--- src/rtl/burst_addr_pkg.sv ---
package burst_addr_pkg;

   typedef enum logic [1:0] {
      WIN_16   = 2'd0,
      WIN_32   = 2'd1,
      WIN_64   = 2'd2,
      WIN_PAGE = 2'd3
   } win_code_e;

   localparam int unsigned SHORT_WIN_BASE_BITS = 4;

   // number of low address bits inside the selected window
   function automatic logic [7:0] code_bits(input win_code_e code, input int unsigned page_bits);
      logic [7:0] r;
      case (code)
         WIN_16:  r = 8'(SHORT_WIN_BASE_BITS);
         WIN_32:  r = 8'(SHORT_WIN_BASE_BITS + 1);
         WIN_64:  r = 8'(SHORT_WIN_BASE_BITS + 2);
         default: r = 8'(page_bits);
      endcase
      return r;
   endfunction

endpackage

--- src/rtl/burst_win_sel.sv ---
module burst_win_sel
   import burst_addr_pkg::*;
#(
   parameter int unsigned ADDR_W        = 21,
   parameter int unsigned PAGE_BITS     = 9,
   parameter int unsigned ALT_WIN_BITS  = 5
) (
   input  logic              clk,
   input  logic              rst_n,
   input  logic              toggle,
   input  logic [1:0]        wrap_code,
   output logic [ADDR_W-1:0] win_mask
);
   localparam int unsigned BW = $clog2(ADDR_W + 1);

   logic          alt_q;
   logic [BW-1:0] sel_bits;

   always_ff @(posedge clk or negedge rst_n) begin
      if (!rst_n)      alt_q <= 1'b0;
      else if (toggle) alt_q <= ~alt_q;
   end

   always_comb begin
      if (alt_q) sel_bits = BW'(ALT_WIN_BITS);
      else       sel_bits = BW'(code_bits(win_code_e'(wrap_code), PAGE_BITS));
   end

   for (genvar i = 0; i < ADDR_W; i++) begin : g_mask
      assign win_mask[i] = (BW'(i) < sel_bits);
   end

endmodule

--- src/rtl/burst_addr_step.sv ---
module burst_addr_step #(
   parameter int unsigned ADDR_W    = 21,
   parameter int unsigned PAGE_BITS = 9
) (
   input  logic [ADDR_W-1:0] cur_addr,
   input  logic [ADDR_W-1:0] win_mask,
   input  logic              wrap_en,
   output logic [ADDR_W-1:0] nxt_addr,
   output logic              nxt_cross
);
   logic [ADDR_W-1:0] inc;

   assign inc      = cur_addr + ADDR_W'(1);
   assign nxt_addr = wrap_en ? ((cur_addr & ~win_mask) | (inc & win_mask)) : inc;

   if (PAGE_BITS < ADDR_W) begin : g_paged
      assign nxt_cross = (nxt_addr[ADDR_W-1:PAGE_BITS] != cur_addr[ADDR_W-1:PAGE_BITS]);
   end else begin : g_single_page
      // the whole space is one page: only the rollover leaves it
      assign nxt_cross = ~wrap_en & (&cur_addr);
   end

endmodule

--- src/rtl/burst_addr_reg.sv ---
module burst_addr_reg #(
   parameter int unsigned ADDR_W = 21
) (
   input  logic              clk,
   input  logic              rst_n,
   input  logic              load,
   input  logic              advance,
   input  logic [ADDR_W-1:0] start_addr,
   input  logic [ADDR_W-1:0] nxt_addr,
   input  logic              nxt_cross,
   output logic [ADDR_W-1:0] addr_q,
   output logic              cross_q
);
   always_ff @(posedge clk or negedge rst_n) begin
      if (!rst_n) begin
         addr_q  <= '0;
         cross_q <= 1'b0;
      end else begin
         cross_q <= 1'b0;
         if (load) begin
            addr_q <= start_addr;
         end else if (advance) begin
            addr_q  <= nxt_addr;
            cross_q <= nxt_cross;
         end
      end
   end
endmodule

--- src/rtl/burst_addr_gen.sv ---
module burst_addr_gen #(
   parameter int unsigned ADDR_W       = 21,
   parameter int unsigned PAGE_BITS    = 9,
   parameter int unsigned ALT_WIN_BITS = 5
) (
   input  logic              clk,
   input  logic              rst_n,
   input  logic [ADDR_W-1:0] start_addr,
   input  logic              load,
   input  logic              advance,
   input  logic [1:0]        wrap_code,
   input  logic              toggle,
   input  logic              wrap_en,
   output logic [ADDR_W-1:0] addr,
   output logic              page_cross
);
   if (PAGE_BITS > ADDR_W) begin : g_bad_page
      $error("PAGE_BITS must not exceed ADDR_W");
   end
   if (PAGE_BITS < 6) begin : g_bad_short
      $error("PAGE_BITS must cover the 64-byte window");
   end
   if (ALT_WIN_BITS > PAGE_BITS || ALT_WIN_BITS == 0) begin : g_bad_alt
      $error("ALT_WIN_BITS must lie in 1..PAGE_BITS");
   end

   logic [ADDR_W-1:0] win_mask;
   logic [ADDR_W-1:0] nxt_addr;
   logic              nxt_cross;

   burst_win_sel #(
      .ADDR_W(ADDR_W), .PAGE_BITS(PAGE_BITS), .ALT_WIN_BITS(ALT_WIN_BITS)
   ) u_win (
      .clk(clk), .rst_n(rst_n), .toggle(toggle), .wrap_code(wrap_code), .win_mask(win_mask)
   );

   burst_addr_step #(.ADDR_W(ADDR_W), .PAGE_BITS(PAGE_BITS)) u_step (
      .cur_addr(addr), .win_mask(win_mask), .wrap_en(wrap_en),
      .nxt_addr(nxt_addr), .nxt_cross(nxt_cross)
   );

   burst_addr_reg #(.ADDR_W(ADDR_W)) u_reg (
      .clk(clk), .rst_n(rst_n), .load(load), .advance(advance),
      .start_addr(start_addr), .nxt_addr(nxt_addr), .nxt_cross(nxt_cross),
      .addr_q(addr), .cross_q(page_cross)
   );

endmodule

--- config.mk ---
export PLATFORM = sky130hd
export DESIGN_NAME = burst_addr_gen
export DESIGN_NICKNAME = d
export VERILOG_FILES = /design/src/rtl/burst_addr_pkg.sv /design/src/rtl/burst_win_sel.sv /design/src/rtl/burst_addr_step.sv /design/src/rtl/burst_addr_reg.sv /design/src/rtl/burst_addr_gen.sv
export SDC_FILE = /design/constraint.sdc
export NUM_CORES = 1
export LEC_CHECK = 0
export ABC_AREA = 1
export BUFFER_PORTS_ARGS = -buffer_cell sky130_fd_sc_hd__clkbuf_2
export CAP_MARGIN = 20
export CELL_PAD_IN_SITES_DETAIL_PLACEMENT = 1
export CELL_PAD_IN_SITES_GLOBAL_PLACEMENT = 2
export CORE_MARGIN = 2
export CORE_UTILIZATION = 29
export CTS_CLUSTER_SIZE = 8
export DETAILED_ROUTE_END_ITERATION = 10
export PLACE_DENSITY = 0.84
export SLEW_MARGIN = 20
export SYNTH_ARGS = -nofsm -noshare
export SYNTH_HDL_FRONTEND = slang
export SYNTH_SLANG_ARGS = --single-unit
--- constraint.sdc ---
create_clock -name clk -period 3.85 [get_ports clk]
set_clock_uncertainty 0.1 [all_clocks]
set_input_delay 0.1925 -clock clk [delete_from_list [all_inputs] [get_ports clk]]
set_output_delay 0.1925 -clock clk [all_outputs]
set_load 0.03 [all_outputs]
==> metrics.cfg, run 1 <==
[layout]
multi_input_area_um2=955.9
syn_to_final_growth_pct=22.40
antenna_cells=0
post-route-util_pct=37.15
num-nets-final=326
drive_gt1_share_pct=26.10
final_area_um2=2058
fillCellCount=751
seqCellArea_um2=575.6

[timing]
finalHoldViolCount=0
slew_violations=0
setup_viol=0
worst_pin_slew_ns=0.6562
rsz0062_at_grt=no
min_period_over_period_pct=43.76
min_period_ns=1.685
max_freq_mhz=593.5
final.setup.tns_ns=0
relSlewSlack_pct=56.25
hold_ws_ns=0.01885

[status]
status=completed

[synth]
synth-main-ff-cell=dfrtp_1
yosysTopAreaCellShare_pct=34.23
ys_seq_area_share_pct=34.23
ys_warn_count=0
synth_edf_count=0
netlist_area_um2=1682
syn_nets=275
async_flop_share_pct=100.0
ys_ff_latch=23
syn_inst=245
yosys.area.top_type=dfrtp_1
syn_avg_cell_area_um2=6.864
ys_top_cells_by_area=dfrtp_1, nand2_1, nand3_1, inv_1, a22oi_1
synth_cell_types=29

[run]
maxCapViolCount=0

[global_routing]
grtUsageTotal_pct=17.64
grt_max_degree=26
grt_pass1_vias=1796
grt_pass1_wl_mm=8.728
antenna_found_initial=0
overflow=0

[clock_tree]
cts-root-buf=clkbuf_8
htreeDepth=1
insertion_delay_ns=0.28
post_cts_resized=0
cts_tree=built
clkSlewWorstSetupHoldPaths_ns=0.10
post-cts-setup-buffers=0
numCtsBuffers=3
cts.sinks=23
clock_path_buffers=2
cts_hold_buf=2

[place]
placed_area_um2=1992
portBuffers=50
hpwl_mm=3.857
gp_congestion=0.7289

[critical_path]
start_kind=register
crit_required_ns=3.92
critPathKind=register to register
arrival_ns=1.76
end_kind=register
path_max_fanout=7

[power]
ir_drop_mv=0.1555
p_per_area_nw_per_um2=354.1
p_leak_nw=1.072

[die]
die_x_um=80.15
rows=27
start_util_pct=30.35
die_y_um=80.15
core_area_um2=5540
die_area_um2=6424
ios=51

[detailed_routing]
dr.pass1.iters=4
routedWlPerCell_um=13.67
drt_iter0_drc=52
via_per_inst=4.728
wirelength_mm=5.018
via_count=1735
drc=0
drtAntennaViolNets=0

[min_path]
hold_path.class=input port to register

## worst paths after layout
check,from,end,slack (ns),cells after the start
max,u_reg.addr_q[0],u_reg.addr_q[12],2.17,8
min,start_addr[1],register,0.02,3
max reg2reg,u_reg.addr_q[0],u_reg.addr_q[12],2.17,8
min reg2reg,u_win.alt_q,u_win.alt_q,0.41,1
max in group asynchronous,rst_n,u_reg.addr_q[19],2.86,2
min in group asynchronous,rst_n,u_win.alt_q,0.37,2
## cell usage after synthesis, drive strengths merged, types with 3 or more instances
cell	count
a31oi	3
a21oi	4
nand2	82
xor2	6
o21ai	8
nor2	29
dfrtp	23
buf	4
inv	31
a22oi	11
nand3	33
## report_power, final
group	switching [W]	internal (W)
combinational	0.000159	0.0000756
clock	0.0000962	0.0000729
sequential	0.0000509	0.000274
total	0.000306	0.000423
## kinds of logic after synthesis
kind of cell,count (synthesis),share of synthesized area (%)
fa+ha+maj,1,0.7439
flops,23,34.23
xor+xnor,6,3.125
compound gates,30,11.68
simple gates,147,41.29
buf+inv,38,8.928
## final cells by class
type / count / area share, %
clock buffer: 3 / 2.006
timing repair buffer: 52 / 13.13
tap: 72 / 4.377
clock inverter: 1 / 0.2432
inverter: 32 / 5.836
multi-input combinational: 184 / 46.44
sequential: 23 / 27.96
## cell usage in the layout, fill, tap and decap left out, drive strengths merged
cell type,Yosys,layout
o21ai,8,8
nand3,33,33
dfrtp,23,23
o221ai,1,1
a31oi,3,3
nand2,82,82
nor3,2,2
o21bai,2,2
a22oi,11,11
o211ai,1,1
a21oi,4,4
inv,31,31
nor2,29,29
xor2,6,6
clkinv,1,2
clkbuf,2,53
nand4,1,1
dlygate4sd3,0,2
ha,1,1
## metal layers
layer | share of wire (%) | global-route usage (%) | vias up | wire [um]
met1 | 48 | 23.68 | 811 | 2396
met5 | 0 | 0 | - | 0
met3 | 3.4 | 1.348 | 5 | 169
met2 | 47 | 29.50 | 31 | 2366
li1 | - | - | 888 | -
met4 | 1.7 | 6.610 | 0 | 85
## worst max-delay path, cell delays in order, from the launching register on
cell,delay (ns)
dfrtp_1,0.48
ha_1,0.22
nand2_2,0.08
nor2_4,0.21
nand2_4,0.12
nor2_8,0.13
nand3_1,0.08
nand3_1,0.10
nand3_1,0.07
## stage by stage
step	setup WS, ns	std cells	total power, W
after global placement	2.117	361	0.0005626
after CTS	2.141	367	0.0007404
after floorplan	2.141	245	0.0004817
final	2.165	367	0.0007288
after global routing	1.996	367	0.0007884
after detailed placement	2.037	361	0.0005667
(Power assumes the default switching activity.)
==> run 2: changes to the inputs <==
--- a/config.mk
+++ b/config.mk
@@ -11,10 +11,10 @@
 export CELL_PAD_IN_SITES_DETAIL_PLACEMENT = 1
 export CELL_PAD_IN_SITES_GLOBAL_PLACEMENT = 2
 export CORE_MARGIN = 2
-export CORE_UTILIZATION = 29
+export CORE_UTILIZATION = 24
 export CTS_CLUSTER_SIZE = 8
 export DETAILED_ROUTE_END_ITERATION = 10
-export PLACE_DENSITY = 0.84
+export PLACE_DENSITY = 0.74
 export SLEW_MARGIN = 20
 export SYNTH_ARGS = -nofsm -noshare
 export SYNTH_HDL_FRONTEND = slang
==> constraint.sdc (replaced) <==
create_clock -name clk -period 1.5 [get_ports clk]
set_clock_uncertainty 0.1 [all_clocks]
set_input_delay 0.075 -clock clk [delete_from_list [all_inputs] [get_ports clk]]
set_output_delay 0.075 -clock clk [all_outputs]
set_load 0.03 [all_outputs]
==> run 2 against run 1 <==
Net effect:
- the run now ends with negative hold slack, negative setup slack left
- cell count rose by 18%
- clock power grew to 2.6 times the previous value
- register-to-register slack got worse by 2.2 ns
- sequential power increased to 2.5 times the previous value
- combinational power rose to 3.3 times the previous value
- critical path type unchanged
- largest power group unchanged
==> metrics.cfg, run 2 (synthesis results as in run 1) <==
[layout]
final_cell_mix=nand2_1, clkbuf_2, nand3_1
layout_commonest_cell=nand2_1
final_area_um2=2535  ; +23%
num-nets-final=369  ; +13%
antenna_cells=0  ; unchanged
syn_to_final_growth_pct=50.74
drive_gt1_share_pct=35.50  ; +9.4 points

[detailed_routing]
routedWlPerCell_um=13.45  ; -1.6%
drtAntennaViolNets=0  ; unchanged
dr.pass1.iters=4  ; unchanged
drc=0  ; unchanged
drt_iter0_drc=91  ; +75%
via_count=1911  ; +10%
via_per_inst=4.403  ; -6.9%
wirelength_mm=5.839  ; +16%

[clock_tree]
cts.sinks=23  ; unchanged
numCtsBuffers=3  ; unchanged
clock_path_buffers=2  ; unchanged
cts-root-buf=clkbuf_8
insertion_delay_ns=0.29  ; about the same
htreeDepth=1  ; unchanged
clkSlewWorstSetupHoldPaths_ns=0.10  ; about the same
cts_tree=built

[global_routing]
grt_pass1_wl_mm=9.528  ; +9.2%
overflow=0  ; unchanged
grt_max_degree=24  ; -7.7%
grt_pass1_vias=1942  ; +8.1%
grtUsageTotal_pct=15.86  ; -1.8 points
antenna_found_initial=0  ; unchanged

[critical_path]
arrival_ns=1.64  ; -0.12 ns
start_kind=register
critPathKind=register to register
path_max_fanout=5  ; -2
end_kind=register
crit_required_ns=1.63  ; -2.29 ns

[power]
pwr-share-comb_pct=38.3  ; +6.1 points
p_per_area_nw_per_um2=809.1  ; +130%
ir_drop_mv=0.2964  ; +91%
switchingPower_w=0.0008418  ; +180%
internal_power_w=0.001209  ; +190%
p_seq_share_pct=40.0  ; -4.6 points
clkPwrFrac_pct=21.7  ; -1.5 points
p_leak_nw=1.275  ; +19%
swShare_pct=41.04  ; -0.96 points

[place]
placed_area_um2=2166  ; +8.7%
portBuffers=50  ; unchanged
gp_congestion=0.7519  ; +3.2%
dp_slack_ns=-0.02859  ; -2.065 ns
hpwl_mm=4.341  ; +13%

[die]
die_y_um=87.71  ; +9.4%
die_x_um=87.71  ; +9.4%
ios=51  ; unchanged
core_area_um2=6794  ; +23%
rows=30  ; +11%
die_area_um2=7692  ; +20%
start_util_pct=24.75  ; -5.6 points

[run]
maxCapViolCount=0  ; unchanged

[timing]
finalHoldViolCount=2  ; +2
min_period_ns=1.516  ; -0.1688 ns
max_freq_mhz=659.6  ; +11%
rsz0062_at_grt=yes
setup_viol=2  ; +2
worst_pin_slew_ns=0.6811  ; +0.02485 ns
hold_ws_ns=-0.002333  ; -0.02118 ns
finalWorstSetupSlack_ns=-0.01607  ; -2.181 ns
slew_violations=0  ; unchanged
relSlewSlack_pct=54.59  ; -1.7 points
min_period_over_period_pct=101.1  ; +57 points
final.setup.tns_ns=-0.02011  ; -0.02011 ns

[status]
violations=negative hold slack, negative setup slack
status=complete, but fails checks

[min_path]
hold_path.class=input port to register

## run 2: cell types whose count changed in the layout (fill, tap and decap cells not counted), moves of 2 or more
cell	change
buf_4	+24
dfrtp_1	-7
dfrtp_2	+7
dlygate4sd3_1	+19
nand2_1	-2
nand3_1	-4
nand3_2	+3
nor2_1	-5
nor2_2	+4
## run 2: final timing paths
check	from	endpoint	slack (ns)	cells after the start
setup reg to reg	register	u_reg.addr_q[14]	-0.02	9
hold / removal	start_addr[8]	register	-0.002	5
min in group asynchronous	rst_n	u_win.alt_q	0.26	2
setup / recovery	register	u_reg.addr_q[14]	-0.02	9
max in group asynchronous	rst_n	u_reg.addr_q[13]	0.57	2
hold reg to reg	u_win.alt_q	u_win.alt_q	0.40	1
## run 2: through the flow
step | utilization (%) | cells | power, W | hold slack, ns
floorplan | - | 245 | 0.001244 | -0.3206
global placement | 31.88 | 402 | 0.001527 | 0.04496
detailed placement | 31.88 | 402 | 0.001535 | 0.05622
CTS | 35.87 | 429 | 0.002030 | 0.0009874
global route | 37.31 | 434 | 0.002192 | 0.04817
finish | 37.31 | 434 | 0.002051 | -0.002333
## run 2: repair_timing
item                                   in CTS  in global routing
setup endpoints to repair                   5                 17
resized for setup                           0                 19
setup buffers                               2                  5
pin swaps                                   1                  4
hold buffers                               21                  0
endpoints found under the hold margin      43                  0
gates cloned                                0                  0
## run 2: metal layers
layer | GRT usage [%] | wire [um] | up-vias
met5 | 0 | 0 | -
met4 | 4.196 | 80 | 0
met3 | 1.225 | 126 | 5
met2 | 27.20 | 2780 | 26
met1 | 21.49 | 2851 | 900
li1 | - | - | 980
## run 2: power by group through the flow
| stage | clock network, W | logic (W) | registers (W) |
|---|---|---|---|
| finish | 0.000444 | 0.000786 | 0.000820 |
| global route | 0.000479 | 0.000875 | 0.000838 |
| CTS | 0.000454 | 0.000757 | 0.000819 |
| detailed placement | 0 | 0.000703 | 0.000832 |
| global placement | 0 | 0.000696 | 0.000830 |
| floorplan | 0 | 0.000284 | 0.000961 |
## run 2: worst max-delay path: stages (launching register included)
cell and delay (ns):
dfrtp_2 0.43, ha_4 0.16, nand2_4 0.05, nor2_4 0.18, nand2_4 0.12, nor2_4 0.13, nand2_1 0.05, nand2_1 0.08
nand3_2 0.07, nand3_2 0.08
## run 2: final cells by class
class	instances	area (um2)
fill	858	4259
clock buffer	3	41.29
clock inverter	1	5.005
timing repair buffer	95	640.6
inverter	32	120.1
multi-input combinational	184	1023
sequential	23	584.3
tap	96	120.1
==> run 3: changes to the inputs <==
--- a/config.mk
+++ b/config.mk
@@ -10,11 +10,13 @@
 export CAP_MARGIN = 20
 export CELL_PAD_IN_SITES_DETAIL_PLACEMENT = 1
 export CELL_PAD_IN_SITES_GLOBAL_PLACEMENT = 2
+export CORE_ASPECT_RATIO = 1.5
 export CORE_MARGIN = 2
 export CORE_UTILIZATION = 24
 export CTS_CLUSTER_SIZE = 8
 export DETAILED_ROUTE_END_ITERATION = 10
-export PLACE_DENSITY = 0.74
+export PLACE_DENSITY_LB_ADDON = 0.12
+export SETUP_SLACK_MARGIN = 0.02
 export SLEW_MARGIN = 20
 export SYNTH_ARGS = -nofsm -noshare
 export SYNTH_HDL_FRONTEND = slang
==> run 3 against run 2 <==
Net effect:
- critical path depth shrank 1
- fmax grew 2.8%
- register-to-register slack gained 0.04 ns
- the flow now finishes without violations
- critical path type unchanged
==> metrics.cfg, run 3 (synthesis results as in run 1) <==
[global_routing]
grt_max_degree=24  ; unchanged
grt_pass1_vias=1940  ; -0.10%
antenna_found_initial=0  ; unchanged
overflow=0  ; unchanged
grtUsageTotal_pct=16.09  ; +0.23 points
grt_pass1_wl_mm=9.542  ; +0.15%

[clock_tree]
insertion_delay_ns=0.27  ; -0.02 ns
htreeDepth=1  ; unchanged
cts-root-buf=clkbuf_8
cts.sinks=23  ; unchanged
cts_tree=built
clock_path_buffers=2  ; unchanged
numCtsBuffers=3  ; unchanged
clkSlewWorstSetupHoldPaths_ns=0.09  ; about the same

[timing]
max_freq_mhz=677.8  ; +2.8%
worst_pin_slew_ns=0.6957  ; +0.01464 ns
finalWorstSetupSlack_ns=0.02459  ; +0.04066 ns
rsz0062_at_grt=yes
min_period_ns=1.475  ; -0.04066 ns
hold_ws_ns=0.006562  ; +0.008895 ns
relSlewSlack_pct=53.62  ; -0.98 points
finalHoldViolCount=0  ; -2
slew_violations=0  ; unchanged
setup_viol=0  ; -2
final.setup.tns_ns=0  ; +0.02011 ns
min_period_over_period_pct=98.36  ; -2.7 points

[power]
p_per_area_nw_per_um2=803.8  ; -0.66%
ir_drop_mv=0.3610  ; +22%
p_leak_nw=1.278  ; +0.21%

[die]
core_area_um2=6805  ; +0.17%
ios=51  ; unchanged
start_util_pct=24.71  ; -0.041 points
die_x_um=72.35  ; -18%
die_y_um=106.5  ; +21%
die_area_um2=7706  ; +0.18%
rows=37  ; +23%

[min_path]
min-delay-start=start_addr[6]
whs_path_depth=5  ; unchanged
hold_path.class=input port to register

[detailed_routing]
dr.pass1.iters=4  ; unchanged
wirelength_mm=5.810  ; -0.50%
drt_iter0_drc=41  ; -55%
routedWlPerCell_um=13.93  ; +3.6%
drtAntennaViolNets=0  ; unchanged
via_per_inst=4.576  ; +3.9%
via_count=1908  ; -0.16%
drc=0  ; unchanged

[critical_path]
crit_required_ns=1.56  ; -0.07 ns
r2r_cells=8  ; -1
path_max_fanout=6  ; +1
arrival_ns=1.54  ; -0.10 ns
start_kind=register
end_kind=register
reg2reg_to=u_reg.addr_q[12]
critPathKind=register to register
regToRegSetupSlack_ns=0.02  ; +0.04 ns

[layout]
final_area_um2=2527  ; -0.30%
layout_commonest_cell=nand2_1
antenna_cells=0  ; unchanged
drive_gt1_share_pct=35.69  ; +0.19 points
fillCellCount=876  ; +2.1%
syn_to_final_growth_pct=50.30
final_cell_mix=nand2_1, clkbuf_2, buf_4
num-nets-final=370  ; +0.27%

[place]
portBuffers=50  ; unchanged
placed_area_um2=2182  ; +0.75%
gp_congestion=0.7433  ; -1.1%
dp_slack_ns=-0.008462  ; +0.02013 ns
hpwl_mm=4.535  ; +4.5%

[run]
maxCapViolCount=0  ; unchanged

[status]
status=completed

==> run 3: cell type report <==
class                           count  area, um2  share of cell area (%)
Timing Repair Buffer               96      645.6                   25.54
Inverter                           32      120.1                   4.752
Multi-Input combinational cell    184       1037                   41.04
Sequential cell                    23      581.8                   23.02
Clock buffer                        4      45.04                   1.782
Tap cell                           78      97.59                   3.861
==> run 3: per-layer routing <==
layer / up-vias / GRT usage (%) / share of wire [%]
li1: 977 / - / -
met1: 895 / 19.58 / 42
met2: 32 / 29.82 / 54
met3: 4 / 1.517 / 2.9
met4: 0 / 3.504 / 1.1
met5: - / 0 / 0
==> run 3: per-stage QoR <==
step / total power (W) / util [%] / cells
after floorplan: 0.001246 / - / 245
after global placement: 0.001560 / 32.06 / 389
after detailed placement: 0.001565 / 32.06 / 389
after CTS: 0.002064 / 36.29 / 415
after global routing: 0.002187 / 37.14 / 417
final: 0.002031 / 37.14 / 417
==> run 3: power breakdown <==
| part | switching (W) | internal (W) | total (W) |
|---|---|---|---|
| registers | 0.000103 | 0.000708 | 0.000811 |
| logic | 0.000486 | 0.000320 | 0.000806 |
| clock network | 0.000225 | 0.000190 | 0.000415 |
| total | 0.000814 | 0.00122 | 0.00203 |
==> run 3: what timing repair did <==
item | 4_1_cts | 5_1_grt
pin swaps | 3 | 1
endpoints found under the hold margin | 42 | 0
resized for setup | 5 | 14
setup endpoints to repair | 7 | 18
hold buffers | 20 | 0
buffers inserted | 2 | 2
==> run 3: critical path, cell delays in order (launching register included) <==
cell,delay (ns)
dfrtp_2,0.43
ha_4,0.16
nand2_4,0.05
nor2_4,0.18
nand2_4,0.11
nor2_8,0.14
nand3_2,0.07
nand3_1,0.08
nand3_1,0.06
==> run 3: worst max-delay path by stage <==
stage	slack, ns	depth (start not counted)	startpoint	end
after floorplan	-0.06	8	u_reg.addr_q[0]	u_reg.addr_q[12]
after global placement	0.02	8	register	u_reg.addr_q[12]
after detailed placement	-0.008	8	register	u_reg.addr_q[12]
after CTS	0.002	8	register	u_reg.addr_q[16]
after global routing	-0.09	8	register	u_reg.addr_q[18]
final	0.02	8	register	u_reg.addr_q[12]
